**config.mk**
```make
export PLATFORM = sky130hd
export DESIGN_NAME = wdg_guard
export DESIGN_NICKNAME = d
export VERILOG_FILES = /design/src/rtl/wdg_guard_pkg.sv /design/src/rtl/wdg_unlock.sv /design/src/rtl/wdg_ctrl_reg.sv /design/src/rtl/wdg_counter.sv /design/src/rtl/wdg_guard.sv
export SDC_FILE = /design/constraint.sdc
export NUM_CORES = 1
export LEC_CHECK = 0
export BUFFER_PORTS_ARGS = -buffer_cell sky130_fd_sc_hd__buf_2
export CAP_MARGIN = 40
export CELL_PAD_IN_SITES_DETAIL_PLACEMENT = 0
export CELL_PAD_IN_SITES_GLOBAL_PLACEMENT = 2
export CORE_MARGIN = 2
export CORE_UTILIZATION = 38
export CTS_CLUSTER_SIZE = 28
export DETAILED_ROUTE_END_ITERATION = 16
export GPL_ROUTABILITY_DRIVEN = 0
export GPL_TIMING_DRIVEN = 0
export HOLD_SLACK_MARGIN = 0.1
export MAX_ROUTING_LAYER = met4
export PLACE_DENSITY = 0.81
export SYNTH_ARGS = -nofsm -noshare
export SYNTH_HDL_FRONTEND = slang
export SYNTH_HIERARCHICAL = 1
export SYNTH_SLANG_ARGS = --single-unit
```
**constraint.sdc**
```tcl
create_clock -name clk -period 5.5 [get_ports clk]
set_input_delay 0.275 -clock clk [delete_from_list [all_inputs] [get_ports clk]]
set_output_delay 0.275 -clock clk [all_outputs]
set_load 0.005 [all_outputs]
```
**src/rtl/wdg_guard_pkg.sv**
```systemverilog
// Package: wdg_guard_pkg
// Shared field layout and widths for the guarded watchdog.
// The packed struct order is the register's bit order as read back.
package wdg_guard_pkg;

    localparam int CTRL_W = 8;
    localparam int PSEL_W = 4;

    // Control register view: [7:4] prescaler, [3] flag, [2] window, [1] irq enable, [0] reset enable
    typedef struct packed {
        logic [PSEL_W-1:0] psel;
        logic              rfl;
        logic              cen;
        logic              ien;
        logic              ren;
    } wdg_ctrl_t;

endpackage

```
**src/rtl/wdg_unlock.sv**
```systemverilog
// Module: wdg_unlock
// Holds the change window open for CEN_CYCLES system clocks after an unlock
// request. A write inside the window closes it at once.
// Assumes: open_i is only asserted while the window is closed; CEN_CYCLES >= 2.
module wdg_unlock #(
    parameter int CEN_CYCLES = 4
) (
    input  logic clk,
    input  logic rst_n,
    input  logic open_i,
    input  logic close_i,
    output logic cen_o
);

    localparam int AW = (CEN_CYCLES > 2) ? $clog2(CEN_CYCLES) : 1;
    localparam logic [AW-1:0] LAST = AW'(CEN_CYCLES - 1);
    localparam logic [AW-1:0] ONE  = AW'(1);

    logic          cen_q;
    logic [AW-1:0] age_q;

    // Open the window, then age it until it ends on its own or is used by a write
    always_ff @(posedge clk) begin
        if (!rst_n) begin
            cen_q <= 1'b0;
            age_q <= '0;
        end else if (open_i && !cen_q) begin
            cen_q <= 1'b1;
            age_q <= '0;
        end else if (cen_q) begin
            if (close_i || (age_q == LAST)) begin
                cen_q <= 1'b0;
            end else begin
                age_q <= age_q + ONE;
            end
        end
    end

    assign cen_o = cen_q;

endmodule

```
**src/rtl/wdg_ctrl_reg.sv**
```systemverilog
// Module: wdg_ctrl_reg
// Control register with write protection. Outside the window, reset enable
// can only be set and the prescaler is frozen. Inside the window the
// guarded fields load freely, except that a set reset flag pins reset enable.
// Also reports whether a write changes the run state or the prescaler.
// Assumes: flag_set_i is an expiry seen while reset enable is one.
module wdg_ctrl_reg
    import wdg_guard_pkg::*;
(
    input  logic              clk,
    input  logic              rst_n,
    input  logic              wr_en,
    input  logic [CTRL_W-1:0] wr_data,
    input  logic              cen_i,
    input  logic              flag_set_i,
    output logic              ren_o,
    output logic              ien_o,
    output logic              rfl_o,
    output logic [PSEL_W-1:0] psel_o,
    output logic              open_o,
    output logic              close_o,
    output logic              cfg_restart_o
);

    wdg_ctrl_t         wd;
    logic              ren_q, ien_q, rfl_q;
    logic [PSEL_W-1:0] psel_q;
    logic              ren_w, ien_n, rfl_n;
    logic [PSEL_W-1:0] psel_n;

    assign wd = wdg_ctrl_t'(wr_data);

    // Unlock request and window use, both derived from the incoming write
    assign open_o  = wr_en && !cen_i && wd.cen && wd.ren;
    assign close_o = wr_en && cen_i;

    // Next field values from a write, before any pinning from an expiry
    always_comb begin
        ren_w  = ren_q;
        ien_n  = ien_q;
        psel_n = psel_q;
        rfl_n  = rfl_q;
        if (wr_en) begin
            rfl_n = rfl_q & wd.rfl;
            if (cen_i) begin
                ren_w  = rfl_q | wd.ren;
                ien_n  = wd.ien;
                psel_n = wd.psel;
            end else if (!(wd.cen && wd.ren)) begin
                ren_w = ren_q | wd.ren;
                ien_n = wd.ien;
            end
        end
    end

    // Restart when the write flips the run state or moves the prescaler
    assign cfg_restart_o = ((ren_w | ien_n) != (ren_q | ien_q)) || (psel_n != psel_q);

    // Register update; an expiry with reset enable latches the flag and holds reset enable
    always_ff @(posedge clk) begin
        if (!rst_n) begin
            ren_q  <= 1'b0;
            ien_q  <= 1'b0;
            rfl_q  <= 1'b0;
            psel_q <= '0;
        end else begin
            ren_q  <= ren_w | flag_set_i;
            ien_q  <= ien_n;
            rfl_q  <= rfl_n | flag_set_i;
            psel_q <= psel_n;
        end
    end

    assign ren_o  = ren_q;
    assign ien_o  = ien_q;
    assign rfl_o  = rfl_q;
    assign psel_o = psel_q;

endmodule

```
**src/rtl/wdg_counter.sv**
```systemverilog
// Module: wdg_counter
// Counts slow ticks while running and flags expiry on the tick that
// completes 2^(BASE_LOG2+psel) ticks. The terminal value comes from one
// right shift of an all-ones constant, so no comparator per prescaler value.
// Assumes: restart_i has priority over expiry in the same cycle.
module wdg_counter
    import wdg_guard_pkg::*;
#(
    parameter int BASE_LOG2 = 11
) (
    input  logic              clk,
    input  logic              rst_n,
    input  logic              run_i,
    input  logic              restart_i,
    input  logic              tick_i,
    input  logic [PSEL_W-1:0] psel_i,
    output logic              expire_o
);

    localparam int MAXP  = (1 << PSEL_W) - 1;
    localparam int CNT_W = BASE_LOG2 + MAXP;
    localparam logic [CNT_W-1:0]  ALL1 = '1;
    localparam logic [CNT_W-1:0]  ONE  = CNT_W'(1);
    localparam logic [PSEL_W-1:0] PMAX = PSEL_W'(MAXP);

    logic [CNT_W-1:0]  cnt_q;
    logic [CNT_W-1:0]  last_v;
    logic [PSEL_W-1:0] shamt;

    // Terminal count for the selected prescaler
    assign shamt  = PMAX - psel_i;
    assign last_v = ALL1 >> shamt;

    // Expiry: running, a tick arrives, count at its terminal value, no restart pending
    assign expire_o = run_i && tick_i && (cnt_q == last_v) && !restart_i;

    // Tick counter: cleared when stopped, restarted or expired
    always_ff @(posedge clk) begin
        if (!rst_n || restart_i || !run_i || expire_o) begin
            cnt_q <= '0;
        end else if (tick_i) begin
            cnt_q <= cnt_q + ONE;
        end
    end

endmodule

```
**src/rtl/wdg_guard.sv**
```systemverilog
// Module: wdg_guard
// Guarded watchdog top level. It joins the protected control register,
// the unlock window and the tick counter, and registers the one-cycle
// reset request and interrupt pulses.
// Assumes: tick is a single-cycle enable synchronous to clk.
module wdg_guard
    import wdg_guard_pkg::*;
#(
    parameter int BASE_LOG2  = 11,
    parameter int CEN_CYCLES = 4
) (
    input  logic              clk,
    input  logic              rst_n,
    input  logic              tick,
    input  logic              wr_en,
    input  logic [CTRL_W-1:0] wr_data,
    input  logic              kick,
    output logic              rst_req,
    output logic              irq,
    output logic [CTRL_W-1:0] ctrl_rd
);

    logic              ren, ien, rfl, cen;
    logic [PSEL_W-1:0] psel;
    logic              open_req, close_req, cfg_restart;
    logic              restart, expire;
    logic              irq_q, rst_q;
    wdg_ctrl_t         rd_view;

    wdg_ctrl_reg u_reg (
        .clk           (clk),
        .rst_n         (rst_n),
        .wr_en         (wr_en),
        .wr_data       (wr_data),
        .cen_i         (cen),
        .flag_set_i    (expire && ren),
        .ren_o         (ren),
        .ien_o         (ien),
        .rfl_o         (rfl),
        .psel_o        (psel),
        .open_o        (open_req),
        .close_o       (close_req),
        .cfg_restart_o (cfg_restart)
    );

    wdg_unlock #(.CEN_CYCLES(CEN_CYCLES)) u_unlock (
        .clk     (clk),
        .rst_n   (rst_n),
        .open_i  (open_req),
        .close_i (close_req),
        .cen_o   (cen)
    );

    // A kick counts only while reset enable is set
    assign restart = cfg_restart || (kick && ren);

    wdg_counter #(.BASE_LOG2(BASE_LOG2)) u_cnt (
        .clk       (clk),
        .rst_n     (rst_n),
        .run_i     (ren || ien),
        .restart_i (restart),
        .tick_i    (tick),
        .psel_i    (psel),
        .expire_o  (expire)
    );

    // Output pulses, qualified by the enables in force at expiry
    always_ff @(posedge clk) begin
        if (!rst_n) begin
            irq_q <= 1'b0;
            rst_q <= 1'b0;
        end else begin
            irq_q <= expire && ien;
            rst_q <= expire && ren;
        end
    end

    // Read-back assembled in register bit order
    always_comb begin
        rd_view.psel = psel;
        rd_view.rfl  = rfl;
        rd_view.cen  = cen;
        rd_view.ien  = ien;
        rd_view.ren  = ren;
    end

    assign ctrl_rd = rd_view;
    assign irq     = irq_q;
    assign rst_req = rst_q;

endmodule

```
==> results.json, run 1 <==
{
  "yosys-top-cells-area": "dfxtp_1 (35%), nor3_1 (7.2%), xnor2_1 (6.5%), xor2_1 (6.1%), nand2_1 (4.9%)",
  "worst_setup_path_end_kind": "register",
  "antenna_found_initial": 0,
  "grt_pass1_wl_um": 8240,
  "die_y_um": 79.5,
  "grt_usage_pct": 17.0,
  "synth-edff-count": 0,
  "grt_pass1_vias": 1727,
  "cts-root-buf": "clkbuf_8",
  "syn_area_per_cell_um2": 8.33,
  "cts_made_buffers": 5,
  "critPathLaunch": "u_unlock/cen_o",
  "clock-sinks": 38,
  "core_um2": 5510,
  "hold_viol_final": 0,
  "synth.top_cell.area_share_pct": 35.1,
  "worstPathRequired_ns": 5.72,
  "synth_area_leader_cell": "dfxtp_1",
  "peakVddDrop_mv": 0.156,
  "yosysWarnings": 6,
  "port_buffers": 22,
  "synth.distinct_cells": 56,
  "regToRegEndpoint": "u_reg/rfl_o",
  "wire_per_inst_um": 13.4,
  "yosysMostFrequentCell": "dfxtp_1",
  "antennaDiodeCount": 0,
  "tns_ns": 0,
  "start_util_pct": 39.3,
  "final_core_util_pct": 44.4,
  "grt_start_max_net_pins": 16,
  "area.growth.synth_to_final_pct": 12.9,
  "clk_latency_ns": 0.28,
  "ys_ff_latch": 38,
  "design.portCount": 23,
  "synth_commonest_cells": "dfxtp_1 (38), nor3_1 (31), nand2_1 (28)",
  "critical_path_class": "register to register",
  "p_per_area_nw_per_um2": 208,
  "post-cts-setup-buffers": 0,
  "fin_skew_ns": 0.00369,
  "r2r_slack_ns": 2.33,
  "clk_path_buf_depth": 2,
  "gr-total-overflow": 0,
  "cts_tree": "yes",
  "die-width_um": 79.5,
  "htreeDepth": 2,
  "slew_viol_final": 0,
  "reg2reg_from": "u_unlock/cen_o",
  "place_inst": 354,
  "worst_slew_pin_slew_ns": 0.500,
  "whs_ns": 0.251,
  "postRouteAntennaNets": 0,
  "fillers": 584,
  "post-route-drc-count": 0,
  "cap_violations": 0,
  "num_rows": 27,
  "syn_area_um2": 2170,
  "reg2reg_depth": 13,
  "synth-async-reset-ratio_pct": 0,
  "run_status": "complete, no violations",
  "num_vias": 1829,
  "syn-instance-count": 260,
  "ys.flop_type": "dfxtp_1",
  "fin_crit_ns": 3.17,
  "drt_first_iter_violations": 48,
  "fin_nets": 304,
  "slew_headroom_pct": 66.7,
  "rsz0062_at_grt": "no",
  "drt-pass1-iter-count": 4,
  "endpoint": "u_reg/rfl_o",
  "post-place-ws_ns": 2.32,
  "start_kind": "register",
  "seq_area_frac_synth_pct": 35.1,
  "die_area_um2": 6320,
  "holdBufCountCts": 0,
  "drive_gt1_share_pct": 18.3,
  "dp_hpwl_um": 3500,
  "fmax_mhz": 315,
  "synth.net_count": 275,
  "cp_data_arrival_time_ns": 3.39,
  "clk_pin_slew_ns": 0.07,
  "period_share_pct": 57.7,
  "via_per_inst": 5.07,
  "finalWirelength_um": 4830,
  "final_cells": 361,
  "power.leakage_uw": 0.000848,
  "setup_violations": 0,
  "worstHoldPathType": "input pin to register",
  "setup_ws_ns": 2.33,
  "cts_resized": 0,
  "crit_fanout": 12
}
==> where the power goes <==
part,leakage [uW],switching [uW],total [uW],internal [uW]
clock,0.0000438,94.3,179,85.1
sequential,0.000307,4.10,282,278
combinational,0.000497,24.3,47.6,23.3
total,0.000848,123,509,386
==> area by class of cell <==
| class | instances | area [um^2] | area share, % |
|---|---|---|---|
| Sequential cell | 38 | 761 | 31.1 |
| Clock buffer | 5 | 68.8 | 2.81 |
| Clock inverter | 2 | 10.0 | 0.409 |
| Buffer | 16 | 104 | 4.25 |
| Multi-Input combinational cell | 200 | 1280 | 52.3 |
| Inverter | 6 | 22.5 | 0.921 |
| Timing Repair Buffer | 22 | 110 | 4.50 |
| Tap cell | 72 | 90.1 | 3.68 |
==> state kept, by name, summed over array words and instances (netlist names) <==
register,cells
u_unlock/age_q,2
u_reg/ien_o,1
irq,1
u_reg/ren_o,1
u_cnt/cnt_q,26
u_reg/rfl_o,1
u_reg/psel_o,4
u_unlock/cen_o,1
rst_req,1
==> how the worst min path moves through the flow <==
stage / to / depth (start not counted) / startpoint / slack, ns
final: u_reg/psel_o[3] / 3 / wr_data[7] / 0.25
after global routing: u_reg/psel_o[3] / 3 / wr_data[7] / 0.27
after CTS: u_reg/psel_o[3] / 3 / wr_data[7] / 0.24
after detailed placement: u_unlock/age_q[1] / 2 / u_unlock/age_q[1] / 0.47
after global placement: u_unlock/age_q[1] / 2 / u_unlock/age_q[1] / 0.47
after floorplan: u_reg/ren_o / 1 / rst_n / 0.39
==> worst max-delay path, stage by stage, from the launching register on <==
cell	delay (ns)
dfxtp_1	0.46
and4bb_1	0.25
a21oi_2	0.05
o21bai_1	0.15
a221o_1	0.29
a21o_2	0.19
nor2b_1	0.17
o211ai_1	0.11
or3_4	0.41
a2111oi_4	0.50
buf_6	0.23
and2_2	0.17
a21oi_1	0.04
nor2b_1	0.11
==> metrics by stage <==
stage	area, um^2	total power [uW]
finish	2440	509
global route	2440	536
CTS	2440	518
detailed placement	2370	336
global placement	2370	336
floorplan	2170	320
==> layer usage <==
layer	vias to the layer above	routed length, um	part of all wire (%)	global-route usage, %
met4	0	21	0.44	4.14
met1	848	2500	52	23.6
li1	969	-	-	-
met2	10	2230	46	25.8
met5	-	0	0	-
met3	2	78	1.6	3.05
==> cell usage in the layout (no fill, tap or decap), drive strengths merged, types with 3 or more instances in the layout <==
master  Yosys  routed
o211ai      3       3
clkbuf      4       9
a21oi       7       7
dfxtp      38      38
or2         3       3
xnor2      16      16
o21ai       7       7
nor2b       3       3
inv         6       6
nand4       7       7
and4        5       5
nor3b       3       3
a21boi      4       4
and2        4       4
nor2       19      19
buf        12      34
xor2       15      15
nand2      28      28
nand3      11      11
nor3       31      31
==> logic make-up after synthesis <==
| group | share of synthesized area [%] |
|---|---|
| muxes | 1.44 |
| and+or+nand+nor | 30.9 |
| adders and majority gates | 1.16 |
| AOI/OAI and AO/OA | 13.1 |
| buffers and inverters | 5.83 |
| xor gates and xnor gates | 12.5 |
| DFF | 35.1 |
Note: power is estimated with default switching activity, not from simulation.
==> inputs of run 2 (changes only) <==
--- a/config.mk
+++ b/config.mk
@@ -5,19 +5,20 @@
 export SDC_FILE = /design/constraint.sdc
 export NUM_CORES = 1
 export LEC_CHECK = 0
+export ABC_AREA = 1
 export BUFFER_PORTS_ARGS = -buffer_cell sky130_fd_sc_hd__buf_2
 export CAP_MARGIN = 40
 export CELL_PAD_IN_SITES_DETAIL_PLACEMENT = 0
 export CELL_PAD_IN_SITES_GLOBAL_PLACEMENT = 2
 export CORE_MARGIN = 2
-export CORE_UTILIZATION = 38
+export CORE_UTILIZATION = 32
 export CTS_CLUSTER_SIZE = 28
 export DETAILED_ROUTE_END_ITERATION = 16
 export GPL_ROUTABILITY_DRIVEN = 0
 export GPL_TIMING_DRIVEN = 0
 export HOLD_SLACK_MARGIN = 0.1
 export MAX_ROUTING_LAYER = met4
-export PLACE_DENSITY = 0.81
+export PLACE_DENSITY = 0.77
 export SYNTH_ARGS = -nofsm -noshare
 export SYNTH_HDL_FRONTEND = slang
 export SYNTH_HIERARCHICAL = 1
==> constraint.sdc (replaced) <==
create_clock -name clk -period 3.1 [get_ports clk]
set_input_delay 0.155 -clock clk [delete_from_list [all_inputs] [get_ports clk]]
set_output_delay 0.155 -clock clk [all_outputs]
set_load 0.005 [all_outputs]
==> results.json, run 2 <==
{
  "worstPathRequired_ns": 3.29,
  "fin_skew_ns": 0.00398,
  "stdcell_area_um2": 2850,
  "reg2reg_depth": 19,
  "final_core_util_pct": 37.1,
  "drive_gt1_share_pct": 11.8,
  "design.portCount": 23,
  "post-route-drc-count": 0,
  "synth-async-reset-ratio_pct": 0,
  "reg2reg_from": "u_unlock/cen_o",
  "post-cts-setup-buffers": 0,
  "num_vias": 2484,
  "start_kind": "register",
  "finalWirelength_um": 6810,
  "syn-instance-count": 411,
  "grt_usage_pct": 17.4,
  "synth.top_cell.area_share_pct": 30.1,
  "synth_commonest_cells": "nand2_1 (109), nor2_1 (77), inv_1 (59)",
  "cap_violations": 0,
  "holdBufCountCts": 0,
  "power.leakage_uw": 0.00125,
  "ys_ff_latch": 38,
  "wire_per_inst_um": 12.6,
  "yosysWarnings": 6,
  "peakVddDrop_mv": 0.199,
  "area.growth.synth_to_final_pct": 12.8,
  "clk_path_buf_depth": 2,
  "grt_pass1_vias": 2312,
  "htreeDepth": 2,
  "antennaDiodeCount": 0,
  "die_y_um": 92.9,
  "crit_buf_inv": 3,
  "worst_slew_pin_slew_ns": 0.485,
  "critical-path-top-delay-family": "simple AND/OR/NAND/NOR gates",
  "via_per_inst": 4.59,
  "holdPathEnd": "u_reg/ren_o",
  "cts_made_buffers": 5,
  "synth.distinct_cells": 30,
  "dp_hpwl_um": 5530,
  "tns_ns": 0,
  "hold_viol_final": 0,
  "grt_pass1_wl_um": 11300,
  "synth-edff-count": 0,
  "num_rows": 32,
  "synth_area_leader_cell": "dfxtp_1",
  "cts_tree": "yes",
  "gr-total-overflow": 0,
  "regMostFlops": "u_cnt/cnt_q",
  "hold_start": "rst_n",
  "yosysMostFrequentCell": "nand2_1",
  "slew_viol_final": 0,
  "final_common_cell": "nand2_1",
  "rsz0062_at_grt": "no",
  "clk_latency_ns": 0.29,
  "worst_path_largest_cell_delay_ns": 0.49,
  "fin_crit_ns": 2.62,
  "ys.flop_type": "dfxtp_1",
  "postRouteAntennaNets": 0,
  "fmax_mhz": 382,
  "antenna_found_initial": 0,
  "fin_nets": 453,
  "place_area_um2": 2750,
  "cp_slowest_cell": "dfxtp_2",
  "slew_headroom_pct": 67.4,
  "yosys-top-cells-area": "dfxtp_1 (30%), nand2_1 (16%), nor2_1 (11%), inv_1 (8.8%), nand3_1 (6.9%)",
  "cts-root-buf": "clkbuf_8",
  "synth.net_count": 426,
  "path_cells": "nand2_2 -> buf_6 -> nand2_2 -> o21ai_2 -> nor2_4 -> nand2_1 -> nand2_1 -> nand3_2 -> inv_1 -> nand2_1 -> nor2_1 -> nand3_1 -> nor2_1 -> nand3_1 -> nor2_1 -> nand3_1 -> nand2_2 -> buf_6 -> nor2_1",
  "period_share_pct": 84.4,
  "core_um2": 7690,
  "die-width_um": 92.9,
  "syn_area_um2": 2530,
  "crit_fanout": 14,
  "worstHoldPathType": "input pin to register",
  "most-common-layout-cells": "nand2_1 (109), nor2_1 (77), inv_1 (59)",
  "start_util_pct": 32.9,
  "drt-pass1-iter-count": 4,
  "p_per_area_nw_per_um2": 347,
  "setup_violations": 0,
  "cpMostUsedCell": "nor2_1",
  "clk_pin_slew_ns": 0.08,
  "syn_area_per_cell_um2": 6.15,
  "grt_start_max_net_pins": 15,
  "regToRegEndpoint": "u_cnt/cnt_q[15]",
  "seq_area_frac_synth_pct": 30.1,
  "r2r_slack_ns": 0.48,
  "drt_first_iter_violations": 121,
  "worst_setup_path_end_kind": "register",
  "cp_data_arrival_time_ns": 2.80,
  "largest_reg_flops": 26,
  "port_buffers": 20,
  "run_status": "complete, no violations",
  "critical_path_class": "register to register",
  "hold_depth": 3,
  "clock-sinks": 38,
  "die_area_um2": 8620
}
[run 2: cell types whose count changed in the layout (fill, tap and decap cells not counted), sizes merged, moves of 10 or more]
cell,before,now
nor3,31,12
inv,6,61
xnor2,16,6
nand3,11,36
nand2,28,112
nor2,19,78
[run 2: report_power, final]
| part | total, uW | internal, uW | switching (uW) | leakage [uW] |
|---|---|---|---|---|
| combinational | 121 | 47.8 | 73.6 | 0.000896 |
| clock | 363 | 179 | 184 | 0.0000472 |
| sequential | 505 | 494 | 10.7 | 0.000307 |
| total | 990 | 721 | 268 | 0.00125 |
[run 2: cell families after synthesis]
kind of cell / share of synthesized area, %
adder cells (fa/ha/maj): 0.990
flip-flops: 30.1
multiplexers: 0.396
buffers and inverters: 13.0
AO/OA/AOI/OAI: 3.86
XOR/XNOR: 7.28
AND/OR/NAND/NOR: 44.4
[run 2: final cells by class]
class	instances	area, um^2
Timing Repair Buffer	20	100
Inverter	61	229
Multi-Input combinational cell	299	1440
Fill cell	898	4840
Clock inverter	2	12.5
Sequential cell	38	762
Clock buffer	6	82.6
Buffer	13	98.8
Tap cell	102	128
[run 2: what timing repair did]
item / in CTS / in global routing
endpoints found under the hold margin: 0 / 0
resized for setup: 0 / 1
endpoints found under the setup margin: 0 / 20
[run 2: tightest hold or removal path, cell delays in order]
cell,delay (ns)
buf_2,0.14
nand2_1,0.08
inv_1,0.03
[run 2: worst max-delay path by stage]
stage	from	to	slack [ns]	cells after the start
global route	u_unlock/cen_o	u_cnt/cnt_q[13]	0.17	19
detailed placement	u_unlock/cen_o	u_cnt/cnt_q[9]	0.28	19
CTS	u_unlock/cen_o	u_cnt/cnt_q[15]	0.24	19
global placement	u_unlock/cen_o	u_cnt/cnt_q[14]	0.30	19
finish	u_unlock/cen_o	u_cnt/cnt_q[15]	0.48	19
floorplan	u_unlock/cen_o	u_cnt/cnt_q[0]	0.90	17
[run 2: metrics by stage]
step	setup WS, ns	power [uW]	std cells	hold slack (ns)
global placement	0.298	638	533	0.450
global route	0.169	1050	541	0.158
floorplan	0.902	600	411	0.253
CTS	0.239	1010	541	0.139
detailed placement	0.282	639	533	0.456
finish	0.484	990	541	0.156
[run 2: routing by layer]
layer  track usage (%)  part of all wire (%)  wire [um]
met3              2.69                   3.5        235
met5                 -                     0          0
met4              6.50                   2.4        162
met1              24.5                    52       3520
met2              24.9                    42       2890
